<file path="src/rtl/pow2_clkdiv_pkg.sv">
package pow2_clkdiv_pkg;

   // which register of the pair a bus access selects
   typedef enum logic [1:0] {
      ACC_NONE = 2'd0,
      ACC_ADDR = 2'd1,
      ACC_DATA = 2'd2
   } acc_e;

endpackage

</file>
<file path="src/rtl/pow2_clkdiv_regs.sv">
module pow2_clkdiv_regs
   import pow2_clkdiv_pkg::*;
#(
   parameter int NUM_CLK  = 4,
   parameter int EXP_W    = 4,
   parameter int RAM_AW   = 6,
   parameter int BUS_AW   = 8,
   parameter int BUS_DW   = 32,
   parameter logic [BUS_AW-1:0] ADDR_OFS = 8'hA0,
   parameter logic [BUS_AW-1:0] DATA_OFS = 8'hA4,
   parameter int QUAL_BIT = 7
) (
   input  logic                       clk,
   input  logic                       rst_n,
   input  logic                       bus_wr,
   input  logic [BUS_AW-1:0]          bus_addr,
   input  logic [BUS_DW-1:0]          bus_wdata,
   output logic [BUS_DW-1:0]          bus_rdata,
   output logic [RAM_AW-1:0]          ram_addr,
   output logic [NUM_CLK*EXP_W-1:0]   cfg_flat
);

   acc_e                             acc;
   logic [RAM_AW-1:0]                addr_q;
   logic [NUM_CLK-1:0][EXP_W-1:0]    cfg_q;
   logic [EXP_W-1:0]                 rd_entry;
   logic                             wr_qual;

   always_comb begin
      acc = ACC_NONE;
      if (bus_addr == ADDR_OFS)      acc = ACC_ADDR;
      else if (bus_addr == DATA_OFS) acc = ACC_DATA;
   end

   assign wr_qual = bus_wr && (acc == ACC_DATA) && bus_wdata[QUAL_BIT];

   always_ff @(posedge clk or negedge rst_n) begin
      if (!rst_n)                            addr_q <= '0;
      else if (bus_wr && (acc == ACC_ADDR))  addr_q <= bus_wdata[RAM_AW-1:0];
   end

   // only indices below NUM_CLK own storage; the rest of the space is empty
   always_ff @(posedge clk or negedge rst_n) begin
      if (!rst_n) begin
         cfg_q <= '0;
      end else begin
         for (int k = 0; k < NUM_CLK; k++) begin
            if (wr_qual && (addr_q == RAM_AW'(k))) cfg_q[k] <= bus_wdata[EXP_W-1:0];
         end
      end
   end

   always_comb begin
      rd_entry = '0;
      for (int k = 0; k < NUM_CLK; k++) begin
         if (addr_q == RAM_AW'(k)) rd_entry = cfg_q[k];
      end
   end

   always_comb begin
      unique case (acc)
         ACC_ADDR: bus_rdata = BUS_DW'(addr_q);
         ACC_DATA: bus_rdata = BUS_DW'(rd_entry);
         default:  bus_rdata = '0;
      endcase
   end

   assign ram_addr = addr_q;

   genvar g;
   generate
      for (g = 0; g < NUM_CLK; g++) begin : g_flat
         assign cfg_flat[g*EXP_W +: EXP_W] = cfg_q[g];
      end
   endgenerate

endmodule

</file>
<file path="src/rtl/pow2_div_lane.sv">
module pow2_div_lane #(
   parameter int EXP_W = 4
) (
   input  logic             clk,
   input  logic             rst_n,
   input  logic             src_clk,
   input  logic [EXP_W-1:0] exp_cfg,
   output logic             div_clk
);

   localparam int CNT_W = (1 << EXP_W) - 1;

   logic              in_q, in_prev, rise;
   logic [EXP_W-1:0]  act_q, act_n;
   logic [CNT_W-1:0]  cnt_q, cnt_n, lim;
   logic [CNT_W:0]    lim_w;
   logic [CNT_W:0]    cnt_x;
   logic              div_n, div_q;

   assign rise  = in_q & ~in_prev;
   assign lim_w = ({{CNT_W{1'b0}}, 1'b1} << act_q) - {{CNT_W{1'b0}}, 1'b1};
   assign lim   = lim_w[CNT_W-1:0];

   // a period ends on the rising edge that brings the counter back to zero;
   // only there may a new exponent be adopted
   always_comb begin
      act_n = act_q;
      cnt_n = cnt_q;
      if (rise) begin
         if (cnt_q == lim) begin
            act_n = exp_cfg;
            cnt_n = '0;
         end else begin
            cnt_n = cnt_q + CNT_W'(1);
         end
      end
      cnt_x = {1'b0, cnt_n};
      div_n = (act_n == '0) ? in_q : cnt_x[act_n - 1'b1];
   end

   always_ff @(posedge clk or negedge rst_n) begin
      if (!rst_n) begin
         in_q    <= 1'b0;
         in_prev <= 1'b0;
         act_q   <= '0;
         cnt_q   <= '0;
         div_q   <= 1'b0;
      end else begin
         in_q    <= src_clk;
         in_prev <= in_q;
         act_q   <= act_n;
         cnt_q   <= cnt_n;
         div_q   <= div_n;
      end
   end

   assign div_clk = div_q;

endmodule

</file>
<file path="src/rtl/pow2_clkdiv_bank.sv">
module pow2_clkdiv_bank #(
   parameter int NUM_CLK  = 4,
   parameter int EXP_W    = 4,
   parameter int RAM_AW   = 6,
   parameter int BUS_AW   = 8,
   parameter int BUS_DW   = 32,
   parameter logic [BUS_AW-1:0] ADDR_OFS = 8'hA0,
   parameter logic [BUS_AW-1:0] DATA_OFS = 8'hA4,
   parameter int QUAL_BIT = 7
) (
   input  logic               clk,
   input  logic               rst_n,
   input  logic               bus_wr,
   input  logic [BUS_AW-1:0]  bus_addr,
   input  logic [BUS_DW-1:0]  bus_wdata,
   output logic [BUS_DW-1:0]  bus_rdata,
   input  logic [NUM_CLK-1:0] src_clk,
   output logic [NUM_CLK-1:0] div_clk
);

   generate
      if (EXP_W < 1 || EXP_W > 5) begin : g_bad_exp
         $error("EXP_W must lie in 1..5");
      end
      if (QUAL_BIT < EXP_W || QUAL_BIT >= BUS_DW) begin : g_bad_qual
         $error("QUAL_BIT must sit above the exponent field and inside the bus");
      end
      if (RAM_AW > BUS_DW || NUM_CLK > (1 << RAM_AW) || NUM_CLK < 1) begin : g_bad_ram
         $error("index space must hold every lane and fit the bus");
      end
      if (ADDR_OFS == DATA_OFS) begin : g_bad_ofs
         $error("register offsets must differ");
      end
   endgenerate

   logic [RAM_AW-1:0]        ram_addr;
   logic [NUM_CLK*EXP_W-1:0] cfg_flat;

   pow2_clkdiv_regs #(
      .NUM_CLK (NUM_CLK),
      .EXP_W   (EXP_W),
      .RAM_AW  (RAM_AW),
      .BUS_AW  (BUS_AW),
      .BUS_DW  (BUS_DW),
      .ADDR_OFS(ADDR_OFS),
      .DATA_OFS(DATA_OFS),
      .QUAL_BIT(QUAL_BIT)
   ) u_regs (
      .clk      (clk),
      .rst_n    (rst_n),
      .bus_wr   (bus_wr),
      .bus_addr (bus_addr),
      .bus_wdata(bus_wdata),
      .bus_rdata(bus_rdata),
      .ram_addr (ram_addr),
      .cfg_flat (cfg_flat)
   );

   genvar g;
   generate
      for (g = 0; g < NUM_CLK; g++) begin : g_lane
         pow2_div_lane #(.EXP_W(EXP_W)) u_lane (
            .clk    (clk),
            .rst_n  (rst_n),
            .src_clk(src_clk[g]),
            .exp_cfg(cfg_flat[g*EXP_W +: EXP_W]),
            .div_clk(div_clk[g])
         );
      end
   endgenerate

endmodule

</file>
<file path="config.mk">
export PLATFORM = sky130hd
export DESIGN_NAME = pow2_clkdiv_bank
export DESIGN_NICKNAME = d
export VERILOG_FILES = /design/src/rtl/pow2_clkdiv_pkg.sv /design/src/rtl/pow2_clkdiv_regs.sv /design/src/rtl/pow2_div_lane.sv /design/src/rtl/pow2_clkdiv_bank.sv
export SDC_FILE = /design/constraint.sdc
export NUM_CORES = 1
export LEC_CHECK = 0
export CAP_MARGIN = 20
export CORE_MARGIN = 1.5
export CORE_UTILIZATION = 50
export CTS_CLUSTER_SIZE = 14
export DETAILED_ROUTE_END_ITERATION = 7
export GPL_TIMING_DRIVEN = 0
export PLACE_DENSITY = 0.7
export SYNTH_ARGS = -nofsm -noshare
export SYNTH_HDL_FRONTEND = slang
export SYNTH_SLANG_ARGS = --single-unit
</file>
<file path="constraint.sdc">
create_clock -name clk -period 6.1 [get_ports clk]
set_input_delay 1.22 -clock clk [delete_from_list [all_inputs] [get_ports clk]]
set_output_delay 1.22 -clock clk [all_outputs]
set_load 0.01 [all_outputs]
</file>
After elaboration in Yosys (flattened, before gate mapping)
Cells that the tools add are included.
{ "totals": {"regBits": 110, "in_bits": 47, "out_inout_bits": 36, "word_cells": 111} }
{ "classes": {"n_addsub": 12, "order_cmp": 4, "n_eq_ne": 11, "shifts": 4, "muxes": 35, "bitwise_logic": 8, "reduce_logical": 12} }
{ "ops": {"columns": ["op", "n"], "rows": [
  ["$mux W15", 8],
  ["$add A15 B1 Y15 const B", 4],
  ["$eq A15 B15 Y1", 4],
  ["$shl A1 B4 Y15 const A", 4],
  ["$sub A15 B1 Y15 const B", 4],
  ["$mux W4", 12],
  ["$lt A4 B5 Y1 const B", 4],
  ["$bmux W1 S4", 4],
  ["$eq A8 B8 Y1 const B", 2],
  ["$logic_not A4 Y1", 4],
  ["$sub A4 B1 Y4 const B", 4],
  ["$eq A6 B2 Y1 const B", 2],
  ["$pmux W6 S2", 1],
  ["$mux W1", 8],
  ["$logic_and A1 B1 Y1", 7],
  ["$eq A6 B1 Y1 const B", 1],
  ["$logic_not A6 Y1", 1],
  ["$and A1 B1 Y1", 4],
  ["$mux W2", 2],
  ["$not A1 Y1", 4],
  ["$eq A2 B1 Y1 const B", 1],
  ["$eq A2 B2 Y1 const B", 1]
]} }

Depth between registers and ports, before layout
{ "logic_depth": {"depth_word": 9, "depth_mapped": 26, "depth_no_buf": 21} }

Modules after synthesis
A second synthesis with hierarchy kept.
{ "hier_totals": {"hier_cells": 1018, "hier_area_um2": 8723.4} }
{ "by_module_without_submodules": {"columns": ["module", "n_inst", "cells_per_inst", "area_each_um2", "seq_area_each_um2"], "rows": [
  ["pow2_div_lane at g_lane[0].u_lane ...", 3, 223, 1818.0, 550.5],
  ["pow2_div_lane at g_lane[3].u_lane", 1, 236, 1925.6, 550.5],
  ["pow2_clkdiv_regs", 1, 113, 1343.8, 550.5]
]} }

Worst setup path after synthesis
OpenSTA, ideal clock, no wires.
{ "synth_path": {"path_type": "register to register", "from": "register g_lane[3].u_lane.act_q[0]", "to": "register g_lane[3].u_lane.div_q", "setup_time_ns": 0.124, "arrival_ns": 4.898, "t_required_ns": 5.976, "path_slack_ns": 1.078, "stages_incl_launch_ff": 22, "path_buffers": 6, "period_less_slack_ns": 5.022, "cell_sequence": "dfrtp_1 clkbuf_1 clkbuf_1 buf_1 nand2_1 ha_1 clkbuf_1 or4b_2 o21ai_0 a22oi_1 xor2_1 nand4_1 nor3_1 buf_2 mux2_2 inv_1 ha_1 clkbuf_1 a211o_1 a311o_1 a32oi_1 a21oi_1"} }
{ "synth_via": {"elab_chain_len": 9, "elab_cells_between_ends": 12, "classes_between": "add/sub: 2; eq/ne: 1; shift: 1; mux: 7; reduce/logical: 1"} }
{ "synth_rtl": {"columns": ["item", "line_no", "rtl"], "rows": [
  ["start, declared", "pow2_div_lane.sv:14", "logic [EXP_W-1:0] act_q, act_n;"],
  ["start signal, assigned", "pow2_div_lane.sv:51", "act_q <= act_n;"],
  ["$shl A1 B4 Y15 *", "pow2_div_lane.sv:21", "assign lim_w = ({{CNT_W{1'b0}}, 1'b1} << act_q) - {{CNT_W{1'b0}}, 1'b1};"],
  ["$sub A15 B1 Y15 *", "pow2_div_lane.sv:21", null],
  ["$eq A15 B15 Y1 *", "pow2_div_lane.sv:30", "if (cnt_q == lim) begin"],
  ["$mux W4 *", "pow2_div_lane.sv:30", null],
  ["$mux W4 *", "pow2_div_lane.sv:29", "if (rise) begin"],
  ["net g_lane[3].u_lane.act_n[1]", "pow2_div_lane.sv:14", null],
  ["$sub A4 B1 Y4", "pow2_div_lane.sv:38", "div_n = (act_n == '0) ? in_q : cnt_x[act_n - 1'b1];"],
  ["$bmux W1 S4", "pow2_div_lane.sv:38", null],
  ["$mux W1 (implied by the code)", "pow2_div_lane.sv:38", null],
  ["$mux W1 *", "pow2_div_lane.sv:38", null],
  ["net g_lane[3].u_lane.div_n", "pow2_div_lane.sv:18", "logic div_n, div_q;"],
  ["end signal, assigned", "pow2_div_lane.sv:53", "div_q <= div_n;"],
  ["end, declared", "pow2_div_lane.sv:18", null]
]} }
Mark *: on every way through the listed nets, which the timed path passes. The rest lies on a longest branch. The select of a mux whose other input is x is not followed.
A chain may end at the register's enable or synchronous reset.

Worst setup path after layout
Same ends and word-level chain as after synthesis.

==> results.txt <==
- The run finished with clean final reports.
* Final RePlAce weighted congestion: 0.925
* Max Freq: 0.173 GHz
- The synthesized design spends more area on one cell type than any other, namely dfrtp_1.
- In this run the tool buffered the top-level ports with 31 buffer cells.
* Wire per inst: about 16 um
- Setup total negative slack on the finished layout was measured at 0 ns.
- WS Path Type: flop to flop
- Area occupied by multi-input gates: 5630 um2
- Detail Placement HPWL: 16,300 um
- Most used flip-flop cell after synthesis: dfrtp_1
- Summed instance area of the synthesized netlist: between 9000 and 10,000 um2
- Fraction of synthesized cell area in xor and xnor cells: 8.34%
* Data required time at the worst endpoint: 6.34 ns
* Proportion of synthesized chip area in sequential cells: a little under a third
* Source-to-sink clock delay at the later pin of the worst-skew pair: approximately 0.36 ns
* Synthesized netlist cell count: around 1,100
- Kind of start point of the critical path: flop
- The floorplan step set the die width to 137 um.
* Routed vias/inst: 5.83
- For this block, the routed nets add up to approximately 22,000 um of wire.
* Core Area: approximately 17,000 um2
- Total number of vias: just over 8,000
- Setup repair after global routing missed its margin: false
* Deepest clock path buffer count: 2
* Number of placement rows: between 40 and 50
- By area the synthesized netlist is led by dfrtp_1 (31%), xnor2_1 (4.7%), mux2_2 (4.1%), nor2_1 (4.1%), nand2_1 (4.0%).
- PwrDens: 228 nW/um2
- The number of global-route vias before repair came to 7,631.
- Number of DRC markers after the initial detailed-route iteration: 602
- Count of unresolved DRC violations after routing: 0
- Headroom to the max-slew limit: 51.3%
- The synthesized netlist devotes between 10% and 20% of its cell area to compound gates.
* Number of synthesized flops with an enable pin: 0
- After detailed placement, the total cell area comes to between 9000 and 10,000 um2.
- Class of the tightest hold or removal check: flop to flop
* Dominant combinational cell family by area after synthesis: simple AND/OR/NAND/NOR gates
* Min Clock Period, post-route: 5.79 ns
- Total clock sinks: 110
* Final hold vios: 0
* Clock buffer count from CTS: 9
- Pin slew with the least headroom to its limit: 0.726 ns
- First-pass detailed-route iteration total: 6
- Total leakage power: 4.30 nW
- Number of slew-limit violations in the final report: 0
* Post-DRT Antenna Nets: 0
* Most common cell after layout, fill and taps aside: dfrtp_1
- Fill cells in the final layout number around 1,600.
- Number of max-cap violations: 0
* Share of layout cells above drive strength 1: 12.5%
- The net count of the finished layout is 1,224.
- Cells along the critical path: clkbuf_1 -> clkbuf_2 -> clkbuf_2 -> nand2_1 -> ha_1 -> clkbuf_1 -> or4b_2 -> o21ai_0 -> a22oi_1 -> xor2_1 -> nand4_1 -> nor3_2 -> buf_2 -> mux2_2 -> inv_1 -> ha_1 -> clkbuf_1 -> a211oi_1 -> a31oi_1 -> a311o_1 -> a32oi_1 -> a21oi_1
* Simple-gate portion of the synthesized area: 24.6%
- Library cell contributing the largest single delay on the critical path: or4b_2
- Number of setup violations in the final report: 0
- Yosys mapped the design onto 89 distinct sky130hd cell types.
* Worst clock skew on the final layout: roughly 0.006 ns
* Number of placed I/O pins: a little over 80
* Area share of the largest cell type after synthesis: between 30 and 40%
- Summing all flip-flop and latch instances after layout gives 2750 um2.
- Final design instance area without fill: 10,000 um2
- First-pass GRT wire length: 37,400 um
- On the worst path, the slowest cell contributes a delay of approximately 0.69 ns.
* Clock root buffer: clkbuf_16
* Post-synthesis register bit count: 110
- The most numerous cell type found on the critical path is clkbuf_1.
- The die covers 18,900 um2.
- Cell family with the largest share of critical-path delay: buffers and inverters
- Entering global routing, the biggest net connects between 60 and 70 pins.
- In the synthesized netlist, mux cells make up slightly below 8% of the area.
- Most used cells in the layout excluding fill and tap cells: dfrtp_1 (110), nor2_1 (99), nand2_1 (96), o21ai_0 (67), clkbuf_1 (52)
- After Yosys synthesis, full adders, half adders and majority gates account for around 2.2% of the synthesized area.
- At the worst endpoint, the arrival time is about 6.0 ns.
* Fraction of the cycle the final worst path needs: 94.9%
- Summed over all layers, the global routing overflow is 0.
- Die height: ~140 um
- Counting flops with an async set or reset pin after synthesis yields a share of 100%.
* Critical path buffer and inverter count: 7
- Synth warn: 0
* Overall routing resource usage: 24.7%
- VDD IR-drop max: 0.000202 V
- The H-tree was split into 3 levels.
- Synthesized area per cell: 8.27 um2
* Maximum fanout along the worst path: 10
* Clock input transition at the sequential cells of the worst setup and hold paths: 0.07 ns
- CTS tree: yes
- The number of antenna diodes in the final layout is 0.
- Signed area change from the synthesized netlist to the final layout: 11.4%
- The initial antenna violation count came to 0.
- Starting Density: between 50% and 60%
- Crit end category: flop
[layout make-up]
cell class | instances | share of cell area (%)
Buffer | 116 | 6.10
Clock buffer | 12 | 2.55
Clock inverter | 4 | 0.311
Inverter | 37 | 1.38
Multi-Input combinational cell | 853 | 56.0
Sequential cell | 110 | 27.4
Tap cell | 225 | 2.80
Timing Repair Buffer | 34 | 3.49
[cell usage after synthesis, types with 4 or more instances]
library cell    n
and2_1          9
nor3_1         43
and4_1          5
buf_6           4
nand3_1        34
buf_1           8
mux2_2         33
o22ai_1         7
o31ai_1         8
o211ai_1        9
a21oi_1        45
a22oi_1        13
nor2b_1        28
nor4_1         10
nand2_1        96
mux2i_1        16
and3_1         17
buf_2          15
nor3b_1         8
nor4b_1         6
a211o_1         5
xor2_1         36
o21ai_0        67
a32oi_1         5
inv_1          37
dfrtp_1       110
ha_1           16
xnor2_1        48
or3_1           8
a211oi_1       11
a221oi_1        4
o2111ai_1       5
a31oi_1         9
mux4_2          6
and3b_1         4
nand2b_1       15
nand4_1        13
a21o_1          7
nor2_1         99
buf_4          32
clkbuf_1       56
or2_2           6
o211a_1         4
[worst paths after layout]
path,from,depth (start not counted),slack [ns],end
min reg2reg,g_lane[0].u_lane.in_q,0,0.42,g_lane[0].u_lane.in_prev
max,g_lane[3].u_lane.act_q[0],22,0.31,g_lane[3].u_lane.div_clk
min,g_lane[0].u_lane.in_q,0,0.42,g_lane[0].u_lane.in_prev
max reg2reg,g_lane[3].u_lane.act_q[0],22,0.31,g_lane[3].u_lane.div_clk
max in group asynchronous,rst_n,2,4.49,g_lane[2].u_lane.cnt_q[12]
min in group asynchronous,rst_n,1,0.88,g_lane[1].u_lane.cnt_q[9]
[layer usage]
| layer | GRT usage, % | vias to the layer above | routed length (um) |
|---|---|---|---|
| li1 | - | 3977 | - |
| met1 | 33.6 | 3877 | 10300 |
| met2 | 41.7 | 223 | 10700 |
| met3 | 3.72 | 33 | 1040 |
| met4 | 5.20 | 0 | 275 |
| met5 | 0 | - | 0 |
[stage by stage]
step	util, %	hold WS, ns	setup WS (ns)	cells	power, mW
CTS	57.3	0.420	0.00132	1389	2.29
global route	57.5	0.448	0.00945	1391	2.44
floorplan	-	0.380	1.08	1116	1.48
detailed placement	55.7	0.404	-0.115	1373	1.69
finish	57.5	0.419	0.309	1391	2.29
global placement	55.5	0.410	-0.525	1372	1.69
[timing repair]
item	in CTS	in global routing
resized for setup	2	9
pin swaps	0	1
setup endpoints to repair	1	2
buffers inserted	0	2
hold buffers	0	0
[registers in the layout, summed over array words and instances (netlist names)]
register,cells
u_regs.cfg_flat,16
u_regs.ram_addr,6
g_lane.u_lane.in_q,4
g_lane.u_lane.act_q,16
g_lane.u_lane.div_clk,4
g_lane.u_lane.in_prev,4
g_lane.u_lane.cnt_q,60
[where the power goes]
group	total, mW	leakage (nW)	internal (mW)	switching (mW)
registers	0.798	1.50	0.762	0.0357
clock network	0.586	0.143	0.302	0.284
logic	0.911	2.65	0.362	0.549
[logic make-up (layout without fill, tap and decap cells)]
logic type	Yosys count	in the layout
buffers and inverters	153	203
other	1	26
flip-flops	110	110
adder cells (fa/ha/maj)	16	16
AO/OA/AOI/OAI	244	244
XOR/XNOR	85	85
multiplexers	57	57
AND/OR/NAND/NOR	425	425
[worst register-to-register path: stages (launching register included)]
cell and delay, ns:
dfrtp_1 0.32, clkbuf_1 0.32, clkbuf_2 0.31, clkbuf_2 0.30, nand2_1 0.08, ha_1 0.18, clkbuf_1 0.20, or4b_2 0.69
o21ai_0 0.12, a22oi_1 0.13, xor2_1 0.17, nand4_1 0.26, nor3_2 0.29, buf_2 0.30, mux2_2 0.38, inv_1 0.08
ha_1 0.26, clkbuf_1 0.24, a211oi_1 0.27, a31oi_1 0.07, a311o_1 0.37, a32oi_1 0.20, a21oi_1 0.12
No activity file was read; power rests on OpenSTA's default activity.
